$ cat src/rtl/ebus_pkg.sv
// Shared types and timing-word layout for the external bus strobe generator.
// Assumes a 32-bit timing word; only the fields listed below carry meaning.
package ebus_pkg;

    localparam int CFG_W     = 32;
    localparam int DLY_W     = 4;   // strobe delay field width
    localparam int PH_W      = 2;   // lead / hold / float / recovery width
    localparam int RD_LSB    = 0;
    localparam int WR_LSB    = RD_LSB + DLY_W;
    localparam int LEAD_LSB  = WR_LSB + DLY_W;
    localparam int HOLD_LSB  = LEAD_LSB + PH_W;
    localparam int FLT_LSB   = HOLD_LSB + PH_W;
    localparam int REC_LSB   = FLT_LSB + PH_W;
    localparam int USED_W    = REC_LSB + PH_W;
    localparam int WAIT_BIT  = CFG_W - 1;
    localparam logic [CFG_W-1:0] CFG_RESET = CFG_W'((1 << USED_W) - 1);

    typedef struct packed {
        logic             wait_en;
        logic [DLY_W-1:0] rd_dly;
        logic [DLY_W-1:0] wr_dly;
        logic [PH_W-1:0]  lead;
        logic [PH_W-1:0]  hold;
        logic [PH_W-1:0]  flt;
        logic [PH_W-1:0]  recov;
    } ebus_timing_t;

    typedef enum logic [2:0] {
        ST_IDLE, ST_LEADIN, ST_CSLEAD, ST_STROBE, ST_TAIL, ST_RECOV
    } ebus_state_t;

    // Split a raw timing word into its named fields.
    function automatic ebus_timing_t decode_timing(input logic [CFG_W-1:0] w);
        ebus_timing_t t;
        t.wait_en = w[WAIT_BIT];
        t.rd_dly  = w[RD_LSB   +: DLY_W];
        t.wr_dly  = w[WR_LSB   +: DLY_W];
        t.lead    = w[LEAD_LSB +: PH_W];
        t.hold    = w[HOLD_LSB +: PH_W];
        t.flt     = w[FLT_LSB  +: PH_W];
        t.recov   = w[REC_LSB  +: PH_W];
        return t;
    endfunction

    localparam ebus_timing_t TIMING_RESET = decode_timing(CFG_RESET);

endpackage

$ cat src/rtl/ebus_cfg_reg.sv
// Timing register: holds the decoded timing word, updated on cfg_we.
// Assumes writes may arrive at any time; the sequencer snapshots the value.
module ebus_cfg_reg
    import ebus_pkg::*;
(
    input  logic               clk,
    input  logic               rst_n,
    input  logic               cfg_we,
    input  logic [CFG_W-1:0]   cfg_wdata,
    output ebus_timing_t       timing_o
);

    ebus_timing_t timing_q;
    logic         unused_cfg_bits;

    assign unused_cfg_bits = ^cfg_wdata[WAIT_BIT-1:USED_W];

    // Store the decoded word; reset to the slowest timing.
    always_ff @(posedge clk) begin
        if (!rst_n)      timing_q <= TIMING_RESET;
        else if (cfg_we) timing_q <= decode_timing(cfg_wdata);
    end

    assign timing_o = timing_q;

    AST_RESET_TIMING: assert property (@(posedge clk) disable iff (!rst_n)
        $rose(rst_n) |-> (timing_q == TIMING_RESET));

endmodule

$ cat src/rtl/ebus_seq.sv
// Phase sequencer: walks lead-in, chip-select lead, strobe, tail and
// recovery using a snapshot of the timing taken when a request is accepted.
// Assumes requests are only presented while ready is high or are held.
module ebus_seq
    import ebus_pkg::*;
(
    input  logic         clk,
    input  logic         rst_n,
    input  ebus_timing_t timing_i,
    input  logic         req_valid,
    input  logic         req_write,
    input  logic         wait_rdy,
    output logic         accept_o,
    output logic         capture_o,
    output logic         ready_o,
    output logic         done_o,
    output logic         cs_n_o,
    output logic         rd_n_o,
    output logic         wr_n_o,
    output logic         doe_o
);

    ebus_state_t      st_q, st_d;
    ebus_timing_t     snap_q, snap_d;
    logic             wr_q, wr_d;
    logic [DLY_W-1:0] cnt_q, cnt_d;
    logic             strobe_end;
    logic             unused_snap_lead;

    assign unused_snap_lead = ^snap_q.lead;
    assign accept_o   = (st_q == ST_IDLE) && req_valid;
    assign strobe_end = (st_q == ST_STROBE) && (cnt_q == '0) &&
                        (!snap_q.wait_en || wait_rdy);

    // Next-state and phase counter selection.
    always_comb begin
        st_d   = st_q;
        cnt_d  = cnt_q;
        snap_d = snap_q;
        wr_d   = wr_q;
        unique case (st_q)
            ST_IDLE: if (req_valid) begin
                snap_d = timing_i;
                wr_d   = req_write;
                if (timing_i.lead != '0) begin
                    st_d  = ST_LEADIN;
                    cnt_d = DLY_W'(timing_i.lead) - DLY_W'(1);
                end else begin
                    st_d  = ST_CSLEAD;
                end
            end
            ST_LEADIN: begin
                if (cnt_q == '0) st_d = ST_CSLEAD;
                else             cnt_d = cnt_q - DLY_W'(1);
            end
            ST_CSLEAD: begin
                st_d  = ST_STROBE;
                cnt_d = wr_q ? snap_q.wr_dly : snap_q.rd_dly;
            end
            ST_STROBE: begin
                if (cnt_q != '0) begin
                    cnt_d = cnt_q - DLY_W'(1);
                end else if (strobe_end) begin
                    st_d  = ST_TAIL;
                    cnt_d = DLY_W'(wr_q ? snap_q.hold : snap_q.flt);
                end
            end
            ST_TAIL: begin
                if (cnt_q != '0) begin
                    cnt_d = cnt_q - DLY_W'(1);
                end else if (snap_q.recov != '0) begin
                    st_d  = ST_RECOV;
                    cnt_d = DLY_W'(snap_q.recov) - DLY_W'(1);
                end else begin
                    st_d  = ST_IDLE;
                end
            end
            ST_RECOV: begin
                if (cnt_q == '0) st_d = ST_IDLE;
                else             cnt_d = cnt_q - DLY_W'(1);
            end
            default: st_d = ST_IDLE;
        endcase
    end

    // State, counter and snapshot registers.
    always_ff @(posedge clk) begin
        if (!rst_n) begin
            st_q   <= ST_IDLE;
            cnt_q  <= '0;
            snap_q <= TIMING_RESET;
            wr_q   <= 1'b0;
        end else begin
            st_q   <= st_d;
            cnt_q  <= cnt_d;
            snap_q <= snap_d;
            wr_q   <= wr_d;
        end
    end

    // Pin decode from the current phase.
    always_comb begin
        ready_o   = (st_q == ST_IDLE);
        done_o    = (st_q == ST_TAIL) && (cnt_q == '0);
        cs_n_o    = !((st_q == ST_CSLEAD) || (st_q == ST_STROBE) || (st_q == ST_TAIL));
        rd_n_o    = !((st_q == ST_STROBE) && !wr_q);
        wr_n_o    = !((st_q == ST_STROBE) && wr_q);
        doe_o     = wr_q && (st_q != ST_IDLE) && (st_q != ST_RECOV);
        capture_o = strobe_end && !wr_q;
    end

    AST_STROBE_AFTER_CS: assert property (@(posedge clk) disable iff (!rst_n)
        ($fell(rd_n_o) || $fell(wr_n_o)) |-> !$past(cs_n_o));
    AST_STROBE_INSIDE_CS: assert property (@(posedge clk) disable iff (!rst_n)
        (!rd_n_o || !wr_n_o) |-> (!cs_n_o && (rd_n_o != wr_n_o)));
    AST_DONE_SINGLE: assert property (@(posedge clk) disable iff (!rst_n)
        done_o |=> (!done_o && cs_n_o));
    AST_WAIT_STALLS: assert property (@(posedge clk) disable iff (!rst_n)
        ((st_q == ST_STROBE) && snap_q.wait_en && !wait_rdy) |=> (!done_o && !cs_n_o));
    AST_READ_UNDRIVEN: assert property (@(posedge clk) disable iff (!rst_n)
        !rd_n_o |-> !doe_o);
    AST_RECOV_GAP: assert property (@(posedge clk) disable iff (!rst_n)
        (done_o && (snap_q.recov != '0)) |=> !ready_o);

endmodule

$ cat src/rtl/ebus_datapath.sv
// Address, write-data and read-data registers for one transfer.
// Assumes load is the accept pulse and capture marks the last strobe cycle.
module ebus_datapath #(
    parameter int ADDR_W = 24,
    parameter int DATA_W = 16
) (
    input  logic              clk,
    input  logic              rst_n,
    input  logic              load,
    input  logic [ADDR_W-1:0] req_addr,
    input  logic [DATA_W-1:0] req_wdata,
    input  logic              capture,
    input  logic [DATA_W-1:0] bus_din,
    output logic [ADDR_W-1:0] bus_addr,
    output logic [DATA_W-1:0] bus_dout,
    output logic [DATA_W-1:0] rsp_rdata
);

    logic [ADDR_W-1:0] addr_q;
    logic [DATA_W-1:0] wdata_q;
    logic [DATA_W-1:0] rdata_q;

    // Latch request fields on accept and read data at strobe end.
    always_ff @(posedge clk) begin
        if (!rst_n) begin
            addr_q  <= '0;
            wdata_q <= '0;
            rdata_q <= '0;
        end else begin
            if (load) begin
                addr_q  <= req_addr;
                wdata_q <= req_wdata;
            end
            if (capture) rdata_q <= bus_din;
        end
    end

    assign bus_addr  = addr_q;
    assign bus_dout  = wdata_q;
    assign rsp_rdata = rdata_q;

    AST_RDATA_HELD: assert property (@(posedge clk) disable iff (!rst_n)
        !capture |=> $stable(rsp_rdata));

endmodule

$ cat src/rtl/ebus_strobe_gen.sv
// Top level: timing register, phase sequencer and datapath for one
// external port. Assumes a sequencer above splits wide transfers.
module ebus_strobe_gen #(
    parameter int ADDR_W = 24,
    parameter int DATA_W = 16
) (
    input  logic                       clk,
    input  logic                       rst_n,
    input  logic                       cfg_we,
    input  logic [ebus_pkg::CFG_W-1:0] cfg_wdata,
    input  logic                       req_valid,
    input  logic                       req_write,
    input  logic [ADDR_W-1:0]          req_addr,
    input  logic [DATA_W-1:0]          req_wdata,
    output logic                       req_ready,
    output logic                       rsp_done,
    output logic [DATA_W-1:0]          rsp_rdata,
    output logic                       bus_cs_n,
    output logic                       bus_rd_n,
    output logic                       bus_wr_n,
    output logic [ADDR_W-1:0]          bus_addr,
    output logic [DATA_W-1:0]          bus_dout,
    output logic                       bus_doe,
    input  logic [DATA_W-1:0]          bus_din,
    input  logic                       bus_wait_rdy
);

    ebus_pkg::ebus_timing_t timing;
    logic accept;
    logic capture;

    ebus_cfg_reg u_cfg (
        .clk       (clk),
        .rst_n     (rst_n),
        .cfg_we    (cfg_we),
        .cfg_wdata (cfg_wdata),
        .timing_o  (timing)
    );

    ebus_seq u_seq (
        .clk       (clk),
        .rst_n     (rst_n),
        .timing_i  (timing),
        .req_valid (req_valid),
        .req_write (req_write),
        .wait_rdy  (bus_wait_rdy),
        .accept_o  (accept),
        .capture_o (capture),
        .ready_o   (req_ready),
        .done_o    (rsp_done),
        .cs_n_o    (bus_cs_n),
        .rd_n_o    (bus_rd_n),
        .wr_n_o    (bus_wr_n),
        .doe_o     (bus_doe)
    );

    ebus_datapath #(.ADDR_W(ADDR_W), .DATA_W(DATA_W)) u_dp (
        .clk       (clk),
        .rst_n     (rst_n),
        .load      (accept),
        .req_addr  (req_addr),
        .req_wdata (req_wdata),
        .capture   (capture),
        .bus_din   (bus_din),
        .bus_addr  (bus_addr),
        .bus_dout  (bus_dout),
        .rsp_rdata (rsp_rdata)
    );

    AST_IDLE_PINS: assert property (@(posedge clk) disable iff (!rst_n)
        req_ready |-> (bus_cs_n && bus_rd_n && bus_wr_n && !bus_doe));
    AST_CS_BEFORE_DONE: assert property (@(posedge clk) disable iff (!rst_n)
        rsp_done |-> (!bus_cs_n && bus_rd_n && bus_wr_n));

endmodule

$ cat config.mk
export PLATFORM = sky130hd
export DESIGN_NAME = ebus_strobe_gen
export DESIGN_NICKNAME = d
export VERILOG_FILES = /design/src/rtl/ebus_pkg.sv /design/src/rtl/ebus_cfg_reg.sv /design/src/rtl/ebus_seq.sv /design/src/rtl/ebus_datapath.sv /design/src/rtl/ebus_strobe_gen.sv
export SDC_FILE = /design/constraint.sdc
export NUM_CORES = 1
export LEC_CHECK = 0
export ABC_AREA = 1
export BUFFER_PORTS_ARGS = -buffer_cell sky130_fd_sc_hd__buf_2
export CAP_MARGIN = 20
export CORE_MARGIN = 5
export CORE_UTILIZATION = 35
export CTS_CLUSTER_DIAMETER = 30
export DETAILED_ROUTE_END_ITERATION = 10
export PLACE_DENSITY_LB_ADDON = 0.15
export SETUP_SLACK_MARGIN = 0.1
export SLEW_MARGIN = 25
export SYNTH_ARGS = -nofsm -noshare
export SYNTH_HDL_FRONTEND = slang
export SYNTH_SLANG_ARGS = --single-unit
$ cat constraint.sdc
create_clock -name clk -period 2.3 [get_ports clk]
set_input_delay 0.46 -clock clk [delete_from_list [all_inputs] [get_ports clk]]
set_output_delay 0.46 -clock clk [all_outputs]
set_load 0.1 [all_outputs]
==> reports/metrics.csv <==
stage,metric,value,unit
worst_setup_path,critical-path-top-delay-family,buffers and inverters,
cells_and_area,layout-drive-gt1-share,0.306,
yosys,ys_seq_area_frac,0.484,
timing,drv_slew,0,
worst_setup_path,reg2reg_slack,0.50,ns
yosys,ys_warn_count,0,
clocking,ctsHoldBuffers,0,
die,initial_core_util,0.352,
timing,grt_setup_unrepaired,no,
cells_and_area,final_area,5040,sq um
placement,gp_congestion,0.855,
cells_and_area,regArea,1930,sq um
worst_setup_path,slowest_stage,dfxtp_1,
clocking,cts_inserted_buffers,9,
detailed_routing,postRouteAntennaNets,0,
cells_and_area,final_cell_mix,"nand2_1, buf_2, dfxtp_1",
clocking,clock_latency,0.35,ns
worst_setup_path,start_kind,flip-flop,
die,die_w,117,microns
grt,grt_max_degree,59,
worst_setup_path,cp_max_fo,6,
timing,relSlewSlack,0.591,
cells_and_area,fillers,1146,
cells_and_area,area_growth,26.9,%
clocking,cts_tree,done,
clocking,path_clk_slew,0.07,ns
yosys,yosysTopAreaCell,dfxtp_1,
worst_setup_path,crit_type,reg2out,
placement,portBuffers,140,
yosys,synth-seq-cells,96,
yosys,syn_area,3970,sq um
worst_setup_path,slowest_delay,0.31,ns
cells_and_area,final_nets,751,
clocking,htree_num_levels,3,
yosys,syn-num-nets,626,
worst_setup_path,cp.arrival,1.60,ns
grt,grt_pass1_vias,3567,
timing,hold_viol_final,0,
timing,finalSetupViolCount,0,
yosys,synth_flop_cell,dfxtp_1,
grt,antenna_found_initial,0,
die,die_h,117,microns
job,maxCapViolCount,0,
power_and_ir_drop,power_density,1360,nW/um^2
placement,placed_area,4730,sq um
power_and_ir_drop,fin_total_pwr,6850,uW
detailed_routing,wire_per_inst,12.6,microns
timing,fmaxAchievable,486,MHz
worst_setup_path,crit_path_cell_trace,inv_1 > ha_1 > nand2_1 > nor2_2 > buf_4,
die,core,11300,sq um
clocking,cts-root-buf,clkbuf_16,
die,die_area,13600,sq um
yosys,syn_avg_cell_area,7.54,sq um
run_status,outcome,"complete, no violations",
detailed_routing,drt_iter0_markers,170,
detailed_routing,dr_total_vias,3655,
yosys,synthCells,527,
clocking,post_cts_buffers,0,
yosys,async_flop_share,0,
worst_setup_path,path_buf_inv,2,
worst_setup_path,worstPathRequired,1.84,ns
detailed_routing,drc,0,
detailed_routing,via_per_inst,4.57,
power_and_ir_drop,p_leak,0.00243,uW
yosys,synth_edf_count,0,
grt,grt_pass1_wl,16500,microns
timing,finalCritPeriodShare,0.894,
clocking,clock_sinks,96,
timing,post-route-min-period,2.06,ns
die,io_pins,156,
worst_setup_path,worstSetupEndpointType,output pin,
grt,grt_overflow,0,
worst_hold_path,hp-class,in2reg,
timing,worstMarginPinSlew,0.613,ns
clocking,clk_path_buf_depth,2,
placement,dp_hpwl,7090,microns
cells_and_area,n_antenna_cell,0,
detailed_routing,routed_wl,10100,microns
yosys,synth.area.top_cells,"dfxtp_1, nand2_1, a21oi_1",
cells_and_area,final_common_cell,nand2_1,
die,rows,39,
yosys,synth_top_cell_area_share,0.484,
power_and_ir_drop,vdd_drop_max,0.000684,V
yosys,synth.distinct_cells,33,
detailed_routing,drt-pass1-iter-count,4,
grt,grt.total_usage,0.152,
cells_and_area,multi_input_area,1790,sq um
timing,fin_skew,0.00696,ns
## path summary, 6_finish.rpt
kind	from	to	cells after the start
worst min register to register	u_cfg.timing_o[8]	u_seq.snap_q[8]	2
worst max-delay path	u_seq.cnt_q[0]	rsp_done	5
worst max register to register	u_seq.cnt_q[0]	u_dp.rsp_rdata[15]	8
worst min-delay path	cfg_wdata[11]	u_cfg.timing_o[5]	3
## state kept, by name, indices dropped and copies added (netlist names)
register	count
u_seq.cnt_q	4
u_dp.bus_addr	24
u_seq.wr_q	1
u_dp.bus_dout	16
u_cfg.timing_o	17
u_seq.snap_q	15
u_seq.st_q	3
u_dp.rsp_rdata	16
## cell usage after synthesis (4+ instances only)
| master | number |
|---|---|
| inv_1 | 22 |
| a21oi_1 | 42 |
| clkbuf_1 | 10 |
| o21ai_0 | 23 |
| inv_2 | 4 |
| dfxtp_1 | 96 |
| ha_1 | 5 |
| o211ai_1 | 5 |
| nand3_1 | 38 |
| o21ai_1 | 4 |
| nor2_1 | 53 |
| a21oi_2 | 10 |
| nand2_2 | 13 |
| buf_6 | 4 |
| buf_2 | 11 |
| nand2_1 | 163 |
## kinds of logic (layout without fill, tap and decap cells)
logic type	count (synthesis)	in the layout	synth area share
buffers and inverters	57	187	0.0693
AO/OA/AOI/OAI	88	88	0.126
adder cells (fa/ha/maj)	5	5	0.0158
flip-flops	96	96	0.484
XOR/XNOR	2	2	0.00441
AND/OR/NAND/NOR	279	279	0.301
## area by class of cell
class                   instances  share of cell area
flip-flops and latches         96               0.382
multi-input cells             374               0.354
repair buffers                143               0.147
clock buffers                  10              0.0454
well taps                     143              0.0355
inverters                      28              0.0218
clock inverters                 6              0.0137
## layer usage
| metal | global-route usage | vias to the layer above | share of wire | wire length [microns] |
|---|---|---|---|---|
| met4 | 0.0673 | 0 | 0.017 | 176 |
| met3 | 0.0508 | 13 | 0.083 | 832 |
| met5 | 0 | - | 0 | 0 |
| met2 | 0.239 | 94 | 0.45 | 4510 |
| li1 | - | 1931 | - | - |
| met1 | 0.190 | 1617 | 0.45 | 4560 |
## power breakdown
group	switching (uW)	internal, uW
registers	193	1980
clock network	655	849
logic	2490	687
## tightest hold or removal path, delay by kind of cell
kind | cells | cell delay (ns)
buffers and inverters | 1 | 0.07
AND/OR/NAND/NOR | 2 | 0.10
## what timing repair did
item | in CTS | in global routing
setup endpoints to repair | 3 | 55
gates resized for setup | 3 | 4
endpoints found under the hold margin | 0 | 0
## per-stage QoR
stage / worst slack [ns] / instances / hold slack, ns / utilization / setup TNS (ns)
floorplan: -0.0920 / 527 / 0.429 / - / -0.0920
finish: 0.244 / 800 / 0.322 / 0.447 / 0
global route: 0.108 / 800 / 0.318 / 0.447 / 0
CTS: 0.134 / 800 / 0.309 / 0.447 / 0
global placement: 0.405 / 784 / 0.439 / 0.420 / 0
detailed placement: 0.360 / 784 / 0.444 / 0.420 / 0
Note: power is estimated with default switching activity, not from simulation.
